File: config.mk
export PLATFORM = sky130hd
export DESIGN_NAME = txn_commit_unit
export DESIGN_NICKNAME = d
export VERILOG_FILES = /design/src/rtl/txn_pkg.sv /design/src/rtl/txn_write_buffer.sv /design/src/rtl/txn_read_set.sv /design/src/rtl/txn_commit_ctrl.sv /design/src/rtl/txn_commit_unit.sv
export SDC_FILE = /design/constraint.sdc
export NUM_CORES = 2
export LEC_CHECK = 0
export ABC_AREA = 1
export ABC_CLOCK_PERIOD_IN_PS = 5100
export BUFFER_PORTS_ARGS = -buffer_cell sky130_fd_sc_hd__buf_2
export CAP_MARGIN = 20
export CORE_ASPECT_RATIO = 0.75
export CORE_UTILIZATION = 54
export CTS_CLUSTER_DIAMETER = 120
export DETAILED_ROUTE_END_ITERATION = 7
export HOLD_SLACK_MARGIN = 0.12
export MAX_ROUTING_LAYER = met4
export PLACE_DENSITY = 0.69
export SYNTH_ARGS = -nofsm -noshare
export SYNTH_HDL_FRONTEND = slang
export SYNTH_HIERARCHICAL = 1
export SYNTH_SLANG_ARGS = --single-unit
File: constraint.sdc
create_clock -name clk -period 5.1 [get_ports clk]
set_input_delay 0.51 -clock clk [delete_from_list [all_inputs] [get_ports clk]]
set_output_delay 0.51 -clock clk [all_outputs]
set_load 0.005 [all_outputs]
File: src/rtl/txn_pkg.sv
package txn_pkg;
  typedef enum logic [2:0] {
    S_ACTIVE,
    S_REQ,
    S_COMMIT,
    S_OVF_WAIT,
    S_OVF_DRAIN,
    S_IRREV
  } txn_state_e;
endpackage

File: src/rtl/txn_write_buffer.sv
module txn_write_buffer #(
  parameter int ADDR_W = 16,
  parameter int DATA_W = 32,
  parameter int DEPTH  = 16,
  localparam int CNT_W = $clog2(DEPTH + 1),
  localparam int PTR_W = $clog2(DEPTH)
) (
  input  logic              clk,
  input  logic              rst_n,
  input  logic              clear,
  input  logic              wr_en,
  input  logic [ADDR_W-1:0] wr_addr,
  input  logic [DATA_W-1:0] wr_data,
  input  logic [ADDR_W-1:0] lk_addr,
  output logic              lk_hit,
  output logic [DATA_W-1:0] lk_data,
  output logic              wr_hit,
  input  logic [PTR_W-1:0]  rd_idx,
  output logic [ADDR_W-1:0] rd_addr,
  output logic [DATA_W-1:0] rd_data,
  output logic [CNT_W-1:0]  count,
  output logic              full
);
  logic [ADDR_W-1:0] addr_q [DEPTH];
  logic [DATA_W-1:0] data_q [DEPTH];
  logic [CNT_W-1:0]  count_q, count_d;
  logic [DEPTH-1:0]  live, lk_match, wr_match;
  logic [PTR_W-1:0]  wr_hit_idx, wr_idx;
  logic              wr_append, wr_merge;

  genvar g;
  generate
    for (g = 0; g < DEPTH; g++) begin : g_slot
      assign live[g]     = CNT_W'(g) < count_q;
      assign lk_match[g] = live[g] && (addr_q[g] == lk_addr);
      assign wr_match[g] = live[g] && (addr_q[g] == wr_addr);
    end
  endgenerate

  always_comb begin
    lk_data    = '0;
    wr_hit_idx = '0;
    for (int i = 0; i < DEPTH; i++) begin
      if (lk_match[i]) lk_data = data_q[i];
      if (wr_match[i]) wr_hit_idx = PTR_W'(i);
    end
  end

  assign lk_hit    = |lk_match;
  assign wr_hit    = |wr_match;
  assign full      = count_q == CNT_W'(DEPTH);
  assign wr_merge  = wr_en && !clear && wr_hit;
  assign wr_append = wr_en && !clear && !wr_hit && !full;
  assign wr_idx    = wr_hit ? wr_hit_idx : count_q[PTR_W-1:0];
  assign rd_addr   = addr_q[rd_idx];
  assign rd_data   = data_q[rd_idx];
  assign count     = count_q;

  always_comb begin
    count_d = count_q;
    if (clear)          count_d = '0;
    else if (wr_append) count_d = count_q + CNT_W'(1);
  end

  always_ff @(posedge clk or negedge rst_n) begin
    if (!rst_n) count_q <= '0;
    else        count_q <= count_d;
  end

  always_ff @(posedge clk) begin
    if (wr_merge || wr_append) data_q[wr_idx] <= wr_data;
    if (wr_append)             addr_q[wr_idx] <= wr_addr;
  end

  // the controller must never offer a new address to a full buffer
  assert_no_append_full_R8: assert property (@(posedge clk) disable iff (!rst_n)
    (wr_en && !wr_hit && !clear) |-> !full);
  // a clear leaves no live entry behind
  assert_clear_empties_R7: assert property (@(posedge clk) disable iff (!rst_n)
    clear |=> (count == '0));
endmodule

File: src/rtl/txn_read_set.sv
module txn_read_set #(
  parameter int LA_W  = 14,
  parameter int LINES = 64,
  localparam int IDX_W  = $clog2(LINES),
  localparam int NCHUNK = (LA_W + IDX_W - 1) / IDX_W
) (
  input  logic            clk,
  input  logic            rst_n,
  input  logic            clear,
  input  logic            set_en,
  input  logic [LA_W-1:0] set_line,
  input  logic [LA_W-1:0] chk_line,
  output logic            chk_hit
);
  logic [LINES-1:0] bits_q, bits_d;
  logic [IDX_W-1:0] set_idx, chk_idx;

  function automatic logic [IDX_W-1:0] fold(input logic [LA_W-1:0] line);
    logic [NCHUNK*IDX_W-1:0] pad;
    logic [IDX_W-1:0]        acc;
    pad = (NCHUNK*IDX_W)'(line);
    acc = '0;
    for (int c = 0; c < NCHUNK; c++) acc = acc ^ pad[c*IDX_W +: IDX_W];
    return acc;
  endfunction

  assign set_idx = fold(set_line);
  assign chk_idx = fold(chk_line);
  assign chk_hit = bits_q[chk_idx];

  always_comb begin
    bits_d = bits_q;
    if (clear)       bits_d = '0;
    else if (set_en) bits_d[set_idx] = 1'b1;
  end

  always_ff @(posedge clk or negedge rst_n) begin
    if (!rst_n) bits_q <= '0;
    else        bits_q <= bits_d;
  end

  // every read bit drops together
  assert_clear_bits_R7: assert property (@(posedge clk) disable iff (!rst_n)
    clear |=> (bits_q == '0));
endmodule

File: src/rtl/txn_commit_ctrl.sv
module txn_commit_ctrl
  import txn_pkg::*;
#(
  parameter int DEPTH = 16,
  localparam int CNT_W = $clog2(DEPTH + 1),
  localparam int PTR_W = $clog2(DEPTH)
) (
  input  logic             clk,
  input  logic             rst_n,
  input  logic             st_valid,
  input  logic             wb_hit,
  input  logic             wb_full,
  input  logic [CNT_W-1:0] wb_count,
  input  logic             commit_start,
  input  logic             cbus_gnt,
  input  logic             snoop_valid,
  input  logic             snoop_hit,
  output txn_state_e       state,
  output logic             st_ready,
  output logic             wb_wr_en,
  output logic [PTR_W-1:0] rd_ptr,
  output logic             clear_all,
  output logic             cbus_req,
  output logic             txn_abort,
  output logic             commit_done
);
  txn_state_e       state_q, state_d;
  logic [PTR_W-1:0] ptr_q, ptr_d;
  logic             abort_q, abort_d, done_q, done_d;
  logic             revocable, abort_now, spill, last_word;

  assign revocable = (state_q == S_ACTIVE) || (state_q == S_REQ) || (state_q == S_OVF_WAIT);
  assign abort_now = revocable && snoop_valid && snoop_hit;
  assign spill     = st_valid && wb_full && !wb_hit;
  assign last_word = (CNT_W'(ptr_q) + CNT_W'(1)) == wb_count;
  assign st_ready  = ((state_q == S_ACTIVE) && !(wb_full && !wb_hit)) || (state_q == S_IRREV);
  assign wb_wr_en  = st_valid && st_ready && (state_q == S_ACTIVE);
  assign cbus_req  = (state_q != S_ACTIVE);

  always_comb begin
    state_d   = state_q;
    ptr_d     = ptr_q;
    abort_d   = 1'b0;
    done_d    = 1'b0;
    clear_all = 1'b0;
    case (state_q)
      S_ACTIVE: begin
        if (abort_now) begin
          clear_all = 1'b1;
          abort_d   = 1'b1;
        end else if (spill) begin
          state_d = S_OVF_WAIT;
        end else if (commit_start) begin
          if (wb_count == '0 && !wb_wr_en) begin
            clear_all = 1'b1;
            done_d    = 1'b1;
          end else begin
            state_d = S_REQ;
          end
        end
      end
      S_REQ, S_OVF_WAIT: begin
        if (abort_now) begin
          state_d   = S_ACTIVE;
          clear_all = 1'b1;
          abort_d   = 1'b1;
        end else if (cbus_gnt) begin
          state_d = (state_q == S_REQ) ? S_COMMIT : S_OVF_DRAIN;
          ptr_d   = '0;
        end
      end
      S_COMMIT, S_OVF_DRAIN: begin
        if (last_word) begin
          state_d   = (state_q == S_COMMIT) ? S_ACTIVE : S_IRREV;
          clear_all = 1'b1;
          done_d    = (state_q == S_COMMIT);
        end else begin
          ptr_d = ptr_q + PTR_W'(1);
        end
      end
      S_IRREV: begin
        if (commit_start) begin
          state_d   = S_ACTIVE;
          clear_all = 1'b1;
          done_d    = 1'b1;
        end
      end
      default: state_d = S_ACTIVE;
    endcase
  end

  always_ff @(posedge clk or negedge rst_n) begin
    if (!rst_n) begin
      state_q <= S_ACTIVE;
      ptr_q   <= '0;
      abort_q <= 1'b0;
      done_q  <= 1'b0;
    end else begin
      state_q <= state_d;
      ptr_q   <= ptr_d;
      abort_q <= abort_d;
      done_q  <= done_d;
    end
  end

  assign state       = state_q;
  assign rd_ptr      = ptr_q;
  assign txn_abort   = abort_q;
  assign commit_done = done_q;

  // an irrevocable transaction is never aborted
  assert_irrev_no_abort_R9: assert property (@(posedge clk) disable iff (!rst_n)
    (state_q == S_IRREV) |=> !txn_abort);
  // abort and commit completion never coincide
  assert_abort_done_excl_R3: assert property (@(posedge clk) disable iff (!rst_n)
    !(txn_abort && commit_done));
endmodule

File: src/rtl/txn_commit_unit.sv
module txn_commit_unit
  import txn_pkg::*;
#(
  parameter int ADDR_W     = 16,
  parameter int DATA_W     = 32,
  parameter int WB_DEPTH   = 16,
  parameter int L1_LINES   = 64,
  parameter int LINE_WORDS = 4,
  localparam int LINE_W = $clog2(LINE_WORDS),
  localparam int LA_W   = ADDR_W - LINE_W,
  localparam int CNT_W  = $clog2(WB_DEPTH + 1),
  localparam int PTR_W  = $clog2(WB_DEPTH)
) (
  input  logic              clk,
  input  logic              rst_n,
  input  logic              ld_valid,
  input  logic [ADDR_W-1:0] ld_addr,
  output logic              ld_fwd_hit,
  output logic [DATA_W-1:0] ld_fwd_data,
  input  logic              st_valid,
  input  logic [ADDR_W-1:0] st_addr,
  input  logic [DATA_W-1:0] st_data,
  output logic              st_ready,
  input  logic              commit_start,
  output logic              commit_done,
  output logic              txn_abort,
  output logic              irrevocable,
  output logic              cbus_req,
  input  logic              cbus_gnt,
  output logic              bcast_valid,
  output logic [ADDR_W-1:0] bcast_addr,
  output logic [DATA_W-1:0] bcast_data,
  input  logic              snoop_valid,
  input  logic [LA_W-1:0]   snoop_line
);
  txn_state_e        state;
  logic              wb_wr_en, wb_hit, wb_full, clear_all, snoop_hit, draining;
  logic [CNT_W-1:0]  wb_count;
  logic [PTR_W-1:0]  rd_ptr;
  logic [ADDR_W-1:0] rd_addr;
  logic [DATA_W-1:0] rd_data;

  txn_write_buffer #(.ADDR_W(ADDR_W), .DATA_W(DATA_W), .DEPTH(WB_DEPTH)) u_wbuf (
    .clk     (clk),
    .rst_n   (rst_n),
    .clear   (clear_all),
    .wr_en   (wb_wr_en),
    .wr_addr (st_addr),
    .wr_data (st_data),
    .lk_addr (ld_addr),
    .lk_hit  (ld_fwd_hit),
    .lk_data (ld_fwd_data),
    .wr_hit  (wb_hit),
    .rd_idx  (rd_ptr),
    .rd_addr (rd_addr),
    .rd_data (rd_data),
    .count   (wb_count),
    .full    (wb_full)
  );

  txn_read_set #(.LA_W(LA_W), .LINES(L1_LINES)) u_rset (
    .clk      (clk),
    .rst_n    (rst_n),
    .clear    (clear_all),
    .set_en   (ld_valid && (state == S_ACTIVE)),
    .set_line (ld_addr[ADDR_W-1:LINE_W]),
    .chk_line (snoop_line),
    .chk_hit  (snoop_hit)
  );

  txn_commit_ctrl #(.DEPTH(WB_DEPTH)) u_ctrl (
    .clk          (clk),
    .rst_n        (rst_n),
    .st_valid     (st_valid),
    .wb_hit       (wb_hit),
    .wb_full      (wb_full),
    .wb_count     (wb_count),
    .commit_start (commit_start),
    .cbus_gnt     (cbus_gnt),
    .snoop_valid  (snoop_valid),
    .snoop_hit    (snoop_hit),
    .state        (state),
    .st_ready     (st_ready),
    .wb_wr_en     (wb_wr_en),
    .rd_ptr       (rd_ptr),
    .clear_all    (clear_all),
    .cbus_req     (cbus_req),
    .txn_abort    (txn_abort),
    .commit_done  (commit_done)
  );

  assign draining    = (state == S_COMMIT) || (state == S_OVF_DRAIN);
  assign irrevocable = (state == S_IRREV);

  always_comb begin
    bcast_valid = 1'b0;
    bcast_addr  = '0;
    bcast_data  = '0;
    if (draining) begin
      bcast_valid = 1'b1;
      bcast_addr  = rd_addr;
      bcast_data  = rd_data;
    end else if (irrevocable) begin
      bcast_valid = st_valid;
      bcast_addr  = st_addr;
      bcast_data  = st_data;
    end
  end

  // nothing is broadcast unless this core holds the commit bus
  assert_bcast_needs_bus_R5: assert property (@(posedge clk) disable iff (!rst_n)
    bcast_valid |-> (cbus_req && cbus_gnt));
  // a store taken into the buffer is never visible in the same cycle
  assert_store_hidden_R1: assert property (@(posedge clk) disable iff (!rst_n)
    wb_wr_en |-> !bcast_valid);
endmodule

==> results.sh <==
export IMPL_status="complete, but fails checks"
export IMPL_violations="DRC"
export IMPL_skew_ps=28.6
export IMPL_hold_path_depth=1
export IMPL_htreeDepth=3
export IMPL_p_leak_nw=19.8
export IMPL_hp_start="st_data[17]"
export IMPL_overflow=0
export IMPL_register_area_um2=25000
export IMPL_required_ps=4590
export IMPL_place_gp_congestion=1.11
export IMPL_hold_violations=0
export IMPL_cts_tree="done"
export IMPL_viasPerCell=6.70
export IMPL_wirelength_um=191000
export IMPL_worst_hold_path_type="in2reg"
export IMPL_setup_viol_count_final=0
export IMPL_drt_iter0_markers=7882
export IMPL_syn_num_nets=5183
export IMPL_tns_ps=0
export IMPL_dr_pass1_iters=8
export IMPL_yosysSeqAreaShare_pct=53.0
export IMPL_r2r_start="u_wbuf/count[4]$_DFFE_PN0P_"
export IMPL_portBuffers=171
export IMPL_synthTopCellsByArea="edfxtp_1 49%, nand2_1 6.7%, o21ai_0 5.5%, dfrtp_1 4.1%, a21oi_1 3.9%"
export IMPL_final_area_um2=52800
export IMPL_syn_area_um2=47200
export IMPL_ys_ff_latch=846
export IMPL_ir_worst_vdd_uv=438
export IMPL_relSlewSlack_pct=22.7
export IMPL_core_um2=86200
export IMPL_syn_to_final_growth_pct=11.8
export IMPL_dpl_cell_area_um2=50000
export IMPL_max_slew_worst_pin_slew_ps=1160
export IMPL_reg2reg_to="u_wbuf/data_q[8][15]$_DFFE_PP_"
export IMPL_grt_util_all_layers_pct=43.8
export IMPL_finalMaxSlewViolations=0
export IMPL_critPathMaxFanout=11
export IMPL_synth_top_cell_area_share_pct=48.9
export IMPL_antenna_left=0
export IMPL_cts_buffers=86
export IMPL_synth_warnings=6
export IMPL_yosysTopAreaCell="edfxtp_1"
export IMPL_power_density_nw_per_um2=391
export IMPL_synthMuxAreaShare_pct=0.212
export IMPL_nets=5309
export IMPL_io_pins=172
export IMPL_fmax_ghz=0.210
export IMPL_drv_cap=0
export IMPL_arrival_ps=4260
export IMPL_multi_input_area_um2=18900
export IMPL_drc=10
export IMPL_synth_edf_count=768
export IMPL_synth_cell_types=64
export IMPL_ctsLongestPathBuffers=3
export IMPL_synthTopCellsByCount="844 x nand2_1, 768 x edfxtp_1, 516 x o21ai_0"
export IMPL_rows=93
export IMPL_initial_core_util_pct=54.7
export IMPL_synth_xor_area_share_pct=4.99
export IMPL_synth_compound_area_share_pct=17.8
export IMPL_clk_pin_slew_ps=60
export IMPL_synthCells=5095
export IMPL_synth_flop_cell="edfxtp_1"
export IMPL_yosys_area_share_simple_pct=16.5
export IMPL_drive_above_1_share_pct=12.8
export IMPL_die_x_um=343
export IMPL_end_kind="primary output"
export IMPL_antenna_found_initial=6
export IMPL_reg2reg_slack_ps=330
export IMPL_post_route_period_util_pct=93.5
export IMPL_dr_total_vias=43100
export IMPL_wl_per_cell_um=29.8
export IMPL_grt_max_degree=137
export IMPL_cts_root_buf="clkbuf_16"
export IMPL_die_h_um=258
export IMPL_synth_fa_ha_area_share_pct=0.0795
export IMPL_holdPathEnd="u_wbuf/data_q[15][17]$_DFFE_PP_"
export IMPL_nFillCells=7330
export IMPL_startpoint_type="input pin"
export IMPL_worst_skew_pair_late_latency_ps=680
export IMPL_grt_pass1_wl_um=272000
export IMPL_syn_avg_cell_area_um2=9.26
export IMPL_r2r_cells=26
export IMPL_cts_sinks=846
export IMPL_yosysMostFrequentCell="nand2_1"
export IMPL_dp_hpwl_um=127000
export IMPL_period_minus_slack_ps=4770
export IMPL_rsz0062_at_grt="false"
export IMPL_synth_top_family_by_area="compound AO/OA/AOI/OAI gates"
export IMPL_synthArstFlopShare_pct=9.22
export IMPL_die_area_um2=88600
export IMPL_critPathKind="in2out"
export IMPL_grt_pass1_vias=38800
==> power by group <==
part	switching [mW]	internal (mW)
Combinational	4.76	1.65
Sequential	0.223	7.74
Clock	2.84	3.42
Total	7.83	12.8
==> state kept, by name (all words and copies together) (netlist names) <==
register / flops
u_ctrl/commit_done: 1
u_wbuf/addr_q: 256
u_rset/bits_q: 64
u_ctrl/txn_abort: 1
u_wbuf/count: 5
u_ctrl/rd_ptr: 4
u_ctrl/state: 3
u_wbuf/data_q: 512
==> cells in the final DEF, fill, tap and decap left out, types with 6 or more instances in the layout <==
| cell type | instances |
|---|---|
| a211oi_1 | 30 |
| clkbuf_16 | 87 |
| dfrtp_1 | 74 |
| xnor2_1 | 117 |
| a21boi_1 | 28 |
| o221ai_1 | 74 |
| a21oi_1 | 367 |
| buf_2 | 170 |
| nand4_1 | 117 |
| mux2i_1 | 10 |
| nor2_1 | 426 |
| o21ai_0 | 516 |
| o211ai_2 | 18 |
| a221oi_1 | 55 |
| inv_2 | 34 |
| clkinv_1 | 16 |
| buf_12 | 50 |
| buf_4 | 161 |
| inv_1 | 391 |
| edfxtp_1 | 768 |
| nor4_1 | 38 |
| nand2_1 | 841 |
| o21ai_1 | 62 |
| nor2_2 | 13 |
| nor3_1 | 19 |
| nand3_1 | 231 |
| clkbuf_1 | 14 |
| or2_2 | 8 |
| xor2_1 | 150 |
| o211ai_1 | 112 |
| nor2_4 | 27 |
| nand2_2 | 24 |
| clkinv_2 | 20 |
| o22ai_1 | 119 |
| nand3_2 | 10 |
| o2111ai_1 | 6 |
| nand3b_1 | 6 |
==> stage by stage <==
stage | hold WS, ps | worst slack, ps | util, % | cells | total power [mW]
2_1_floorplan | 214 | 374 | - | 5095 | 11.6
3_3_place_gp | 472 | 498 | 58.0 | 6272 | 14.1
3_5_place_dp | 474 | 425 | 58.0 | 6272 | 14.1
4_1_cts | 200 | 540 | 61.2 | 6424 | 20.3
5_1_grt | 225 | 232 | 61.2 | 6427 | 21.2
6_report | 226 | 332 | 61.2 | 6429 | 20.6
==> cell families after synthesis <==
| family | Yosys count |
|---|---|
| flip-flops | 846 |
| adder cells (fa/ha/maj) | 3 |
| XOR/XNOR | 268 |
| AO/OA/AOI/OAI | 1408 |
| AND/OR/NAND/NOR | 1785 |
| buffers and inverters | 775 |
| multiplexers | 10 |
==> worst max-delay path by stage <==
stage | start | endpoint | depth (start not counted)
2_1_floorplan | st_addr[9] | u_wbuf/data_q[5][0]$_DFFE_PP_ | 25
5_1_grt | u_wbuf/count[4]$_DFFE_PN0P_ | u_wbuf/data_q[8][17]$_DFFE_PP_ | 26
6_report | ld_addr[9] | ld_fwd_data[31] | 19
4_1_cts | u_wbuf/count[0]$_DFFE_PN0P_ | ld_fwd_data[31] | 16
3_3_place_gp | st_addr[10] | u_wbuf/data_q[8][2]$_DFFE_PP_ | 27
3_5_place_dp | st_addr[10] | u_wbuf/data_q[8][2]$_DFFE_PP_ | 27
==> area by class of cell <==
cell class,instances,share of cell area (%)
Multi-Input combinational cell,3474,35.8
Timing Repair Buffer,382,5.82
Sequential cell,846,47.4
Clock buffer,102,4.25
Clock inverter,49,0.887
Antenna cell,5,0.0237
Inverter,431,3.09
Tap cell,1140,2.70
==> timing repair <==
action / CTS / global route
hold buffers: 1 / 0
gates resized for setup: 0 / 0
buffers inserted: 0 / 0
endpoints found under the hold margin: 30 / 0
==> metal layers <==
| metal | up-vias | track usage, % | routed length [µm] |
|---|---|---|---|
| met3 | 486 | 15.2 | 33500 |
| met1 | 20600 | 64.3 | 77300 |
| li1 | 18300 | - | - |
| met2 | 3740 | 55.8 | 73900 |
| met5 | - | - | 0 |
| met4 | 0 | 13.7 | 6690 |
==> worst max-delay path, stage by stage <==
cell	delay (ps)
buf_2	540
inv_2	410
nand2_1	150
nand2_1	80
nor2_1	120
nand2_1	60
nor2_1	110
nand3_1	370
a21oi_4	410
buf_4	240
a21oi_1	100
o211ai_2	160
nand2_1	180
nand2_1	100
nand2_1	60
nand2_1	80
nand2_1	70
a21oi_2	290
buf_2	190
Power figures use the tool's default switching activity.
